## src/rtl/bl_mask_pkg.sv

```systemverilog
package bl_mask_pkg;
    localparam int unsigned BYTE_W       = 8;
    localparam int unsigned MAP_BYTES    = 40;
    localparam int unsigned KEEP_WITH_EC = 270;
    localparam int unsigned KEEP_NO_EC   = 272;

    function automatic int unsigned cnt_width(input int unsigned max_val);
        return $clog2(max_val + 1);
    endfunction
endpackage

```

## src/rtl/bl_keep_byte.sv

```systemverilog
module bl_keep_byte #(
    parameter int unsigned BW = 8,
    parameter int unsigned CW = 9
) (
    input  logic [BW-1:0] din,
    input  logic [CW-1:0] budget,
    output logic [BW-1:0] dout,
    output logic [CW-1:0] nkept
);
    logic [CW-1:0] run [BW+1];

    assign run[0] = '0;

    for (genvar i = 0; i < BW; i++) begin : g_bit
        logic keep_i;
        assign keep_i     = din[i] && (run[i] < budget);
        assign dout[i]    = keep_i;
        assign run[i+1]   = run[i] + CW'(keep_i);
    end

    assign nkept = run[BW];
endmodule

```

## src/rtl/bl_zero_check.sv

```systemverilog
module bl_zero_check #(
    parameter int unsigned W = 8
) (
    input  logic [W-1:0] val,
    output logic         is_zero
);
    assign is_zero = ~|val;
endmodule

```

## src/rtl/bl_ones_masker.sv

```systemverilog
module bl_ones_masker
    import bl_mask_pkg::*;
#(
    parameter int unsigned DATA_BYTES = MAP_BYTES,
    parameter int unsigned KEEP_ECC   = KEEP_WITH_EC,
    parameter int unsigned KEEP_RAW   = KEEP_NO_EC
) (
    input  logic              clk,
    input  logic              rst_n,
    input  logic              ecc_en,
    input  logic              in_valid,
    output logic              in_ready,
    input  logic [BYTE_W-1:0] in_data,
    output logic              out_valid,
    input  logic              out_ready,
    output logic [BYTE_W-1:0] out_data,
    output logic              frame_done,
    output logic              target_met,
    output logic              shortfall,
    output logic              fmt_err
);
    localparam int unsigned CW = cnt_width(DATA_BYTES * BYTE_W);
    localparam int unsigned IW = cnt_width(DATA_BYTES);
    localparam logic [CW-1:0] TGT_ECC = CW'(KEEP_ECC);
    localparam logic [CW-1:0] TGT_RAW = CW'(KEEP_RAW);
    localparam logic [IW-1:0] TERM_IDX = IW'(DATA_BYTES);

    typedef struct packed {
        logic [IW-1:0]     idx;
        logic [CW-1:0]     kept;
        logic              ecc;
        logic              ov;
        logic [BYTE_W-1:0] od;
        logic              done;
        logic              met;
        logic              sh;
        logic              fe;
    } state_t;

    state_t st_q, st_d;

    logic              accept;
    logic              is_term;
    logic              first_byte;
    logic              ecc_eff;
    logic [CW-1:0]     target;
    logic [CW-1:0]     kept_base;
    logic [CW-1:0]     budget;
    logic [BYTE_W-1:0] masked;
    logic [CW-1:0]     nkept;
    logic              term_zero;

    assign in_ready   = !st_q.ov || out_ready;
    assign accept     = in_valid && in_ready;
    assign is_term    = (st_q.idx == TERM_IDX);
    assign first_byte = (st_q.idx == '0);
    assign ecc_eff    = first_byte ? ecc_en : st_q.ecc;
    assign target     = ecc_eff ? TGT_ECC : TGT_RAW;
    assign kept_base  = first_byte ? '0 : st_q.kept;
    assign budget     = target - kept_base;

    bl_keep_byte #(.BW(BYTE_W), .CW(CW)) u_keep (
        .din    (in_data),
        .budget (budget),
        .dout   (masked),
        .nkept  (nkept)
    );

    bl_zero_check #(.W(BYTE_W)) u_term (
        .val     (in_data),
        .is_zero (term_zero)
    );

    always_comb begin
        st_d      = st_q;
        st_d.done = 1'b0;
        if (st_q.ov && out_ready) begin
            st_d.ov = 1'b0;
        end
        if (accept) begin
            if (!is_term) begin
                st_d.ov   = 1'b1;
                st_d.od   = masked;
                st_d.kept = kept_base + nkept;
                st_d.idx  = st_q.idx + 1'b1;
                st_d.ecc  = ecc_eff;
            end else begin
                st_d.idx  = '0;
                st_d.done = 1'b1;
                st_d.met  = (st_q.kept == target);
                st_d.sh   = (st_q.kept != target);
                st_d.fe   = !term_zero;
            end
        end
    end

    always_ff @(posedge clk) begin
        if (!rst_n) begin
            st_q <= '0;
        end else begin
            st_q <= st_d;
        end
    end

    assign out_valid  = st_q.ov;
    assign out_data   = st_q.od;
    assign frame_done = st_q.done;
    assign target_met = st_q.met;
    assign shortfall  = st_q.sh;
    assign fmt_err    = st_q.fe;
endmodule

```

## config.mk

```make
export PLATFORM = sky130hd
export DESIGN_NAME = bl_ones_masker
export DESIGN_NICKNAME = d
export VERILOG_FILES = /design/src/rtl/bl_mask_pkg.sv /design/src/rtl/bl_keep_byte.sv /design/src/rtl/bl_zero_check.sv /design/src/rtl/bl_ones_masker.sv
export SDC_FILE = /design/constraint.sdc
export NUM_CORES = 1
export LEC_CHECK = 0
export BUFFER_PORTS_ARGS = -buffer_cell sky130_fd_sc_hd__buf_4
export CAP_MARGIN = 10
export CORE_MARGIN = 4
export CORE_UTILIZATION = 25
export CTS_CLUSTER_DIAMETER = 200
export DETAILED_ROUTE_END_ITERATION = 8
export GPL_TIMING_DRIVEN = 0
export SYNTH_ARGS = -nofsm -noshare
export SYNTH_HDL_FRONTEND = slang
export SYNTH_SLANG_ARGS = --single-unit
```

## constraint.sdc

```tcl
create_clock -name clk -period 17.7 [get_ports clk]
set_input_delay 1.77 -clock clk [delete_from_list [all_inputs] [get_ports clk]]
set_output_delay 1.77 -clock clk [all_outputs]
set_load 0.05 [all_outputs]
```

==> out/results.ini <==
[synth]
synth.yosys.seq_area_share_pct=20.3
syn_area_per_cell_um2=8.19
yosys_most_used_dff=dfxtp_1
yosysTopAreaCell=dfxtp_1
syn_area_mm2=0.00287
synth_warnings=0
ys_ff_latch=29
synth_most_common_cell=ha_1
ys_top_cells_by_area=dfxtp_1, ha_1, nand3_1
synth_top_area_share_pct=20.3
synth_cells=350
synth_edf_count=0
ys_types=52
synth_common_cells=ha_1, nand2_1, dfxtp_1
synthArstFlopShare_pct=0

[worst_setup_path]
worstPathRequired_ps=17900
cp-start-kind=input pin
slowest_delay_ps=660
crit_path_max_fanout=6
arrival_ps=16330
crit_type=in2reg
path_common_cell=ha_1
crit_path_end_kind=flop
slowest_stage=a2111oi_0

[detailed_routing]
remaining_drc_errors=0
wirelength_um=7300
ant_nets=0
vias=2599
drtPass1Iterations=4
wl_per_cell_um=13.9
drt_iter0_markers=135
via_per_inst=4.94

[layout]
layout.nets=442
diodes=0
seq_area_um2=581
drive_gt1_share_pct=16.1
area_delta_synth_final_pct=18.2
fin_area_mm2=0.00339
fillCellCount=1187
multiInputGateArea_mm2=0.00211

[flow_run]
drv_cap=0

[sta]
skew_ps=2.49
relSlewSlack_pct=49.6
final.min_clock_period_ps=16130
fmax_mhz=62.0
fin_tns_setup_ps=0
setup_viol=0
period_share_pct=91.1
tightest_slew_ps=750
report.final.hold_viol_count=0
report.final.slew_viol_count=0
rsz0062_at_grt=false

[clock_network]
cts_buffers=5
cts-resized-gates=0
clk_pin_slew_worst_paths_ps=50
cts_htree_levels=2
cts_setup_buffers=0
insertion_delay_ps=270
cts_tree=built
clk_path_buf_depth=2
cts_sinks=29
holdBufCountCts=0
cts-root-buf=clkbuf_16

[die]
die_w_um=115
dieArea_mm2=0.0132
num_rows=38
boundaryPins=27
design.core.area_mm2=0.0110
initial_core_util_pct=26.0
dieHeight_um=115

[pwr]
p_leak_nw=1.52
intPower_w=0.000174
p_seq_share_pct=25.9
power_switching_w=0.000109
clock_power_share_pct=28.9
ir_worst_vdd_mv=0.0404
combPwrFrac_pct=45.2
switching_share_pct=38.5
power_density_mw_per_mm2=83.6

[grt]
antenna_found_initial=0
grt_pass1_wl_um=12200
grt_max_degree=11
grt_use_total_pct=11.3
grt_overflow=0
grt_pass1_vias=2501

[placed_design]
dp_hpwl_um=5790
place.gp.congestion=0.787
placement.cell_area_mm2=0.00324
port_buffers=26

[worst_hold_path]
hp-class=reg2reg

[run_status]
status=finished clean

worst paths after layout:
| kind | slack (ps) | endpoint | from | cells past startpoint |
|---|---|---|---|---|
| hold / removal | 460 | out_data[3] | out_data[3] | 2 |
| setup / recovery | 1570 | st_q[22] | ecc_en | 68 |
| hold reg to reg | 460 | out_data[3] | out_data[3] | 2 |
| setup reg to reg | 1930 | st_q[22] | st_q[23] | 72 |
final cells by class:
cell class / count / share of cell area (%)
multi-input cells: 288 / 62.4
flip-flops and latches: 29 / 17.1
repair buffers: 26 / 5.76
well taps: 140 / 5.17
plain buffers: 24 / 4.14
clock buffers: 5 / 3.69
inverters: 11 / 1.22
clock inverters: 3 / 0.517
sequential cells by signal, indices dropped and copies added, names as in the netlist:
name,count
st_q,16
target_met,1
fmt_err,1
out_data,8
out_valid,1
frame_done,1
shortfall,1
cells by family (layout without fill, tap and decap cells):
group | Yosys count | after routing | share of synthesized area (%)
other | 1 | 3 | 0.131
adder cells (fa/ha/maj) | 44 | 44 | 20.5
flip-flops | 29 | 29 | 20.3
multiplexers | 3 | 3 | 1.05
XOR/XNOR | 16 | 16 | 4.89
AND/OR/NAND/NOR | 139 | 139 | 26.5
buffers and inverters | 35 | 69 | 6.33
AO/OA/AOI/OAI | 83 | 83 | 20.4
per-layer routing:
layer  part of all wire, %  wire, um  vias up  global-route usage (%)
met3                   5.4       395       13                    2.95
met2                    47      3410       48                    18.6
met1                    46      3390     1214                    14.9
met5                     0         0        -                       0
met4                   1.4       104        0                    2.66
li1                      -         -     1324                       -
power groups by stage:
stage / Clock, W / Combinational (W) / Sequential [W]
2_1_floorplan: 0 / 0.0000962 / 0.0000742
5_1_grt: 0.0000886 / 0.000145 / 0.0000740
4_1_cts: 0.0000836 / 0.000128 / 0.0000734
6_report: 0.0000818 / 0.000128 / 0.0000734
3_3_place_gp: 0 / 0.000123 / 0.0000746
3_5_place_dp: 0 / 0.000128 / 0.0000748
stage by stage:
stage | power, W | cells | hold slack, ps | setup WS, ps | utilization, %
floorplan | 0.000170 | 352 | 437 | 3450 | -
finish | 0.000283 | 526 | 461 | 1570 | 30.7
CTS | 0.000285 | 526 | 463 | 1530 | 30.7
global placement | 0.000198 | 518 | 449 | 1520 | 29.4
global route | 0.000307 | 526 | 489 | 358 | 30.7
detailed placement | 0.000202 | 518 | 456 | 1270 | 29.4
worst max-delay path, delay by kind of cell:
family | cells | cell delay [ps]
xor gates and xnor gates | 3 | 930
and+or+nand+nor | 19 | 3090
AOI/OAI and AO/OA | 24 | 4230
adders and majority gates | 17 | 5150
muxes | 2 | 790
buffers and inverters | 3 | 330
cell usage in the layout, fill, tap and decap left out, types with 3 or more instances in the layout:
| cell | n |
|---|---|
| a31oi_1 | 4 |
| dfxtp_1 | 29 |
| mux2i_1 | 3 |
| buf_4 | 34 |
| nand2_1 | 30 |
| o21ai_1 | 4 |
| and3_1 | 8 |
| clkbuf_1 | 10 |
| xnor2_1 | 10 |
| fa_1 | 5 |
| a21o_1 | 4 |
| nand2b_1 | 5 |
| xor2_1 | 6 |
| nand3_1 | 27 |
| nor4_1 | 4 |
| nor2_1 | 17 |
| o21a_1 | 5 |
| o211a_1 | 4 |
| conb_1 | 3 |
| buf_2 | 4 |
| nand4_1 | 4 |
| nor2b_1 | 12 |
| a21oi_1 | 9 |
| a31o_2 | 3 |
| o21ai_0 | 27 |
| inv_1 | 11 |
| nor3_1 | 9 |
| o31a_1 | 3 |
| and2_1 | 10 |
| a21boi_0 | 8 |
| ha_1 | 39 |
| clkbuf_16 | 5 |
Power figures use the tool's default switching activity.
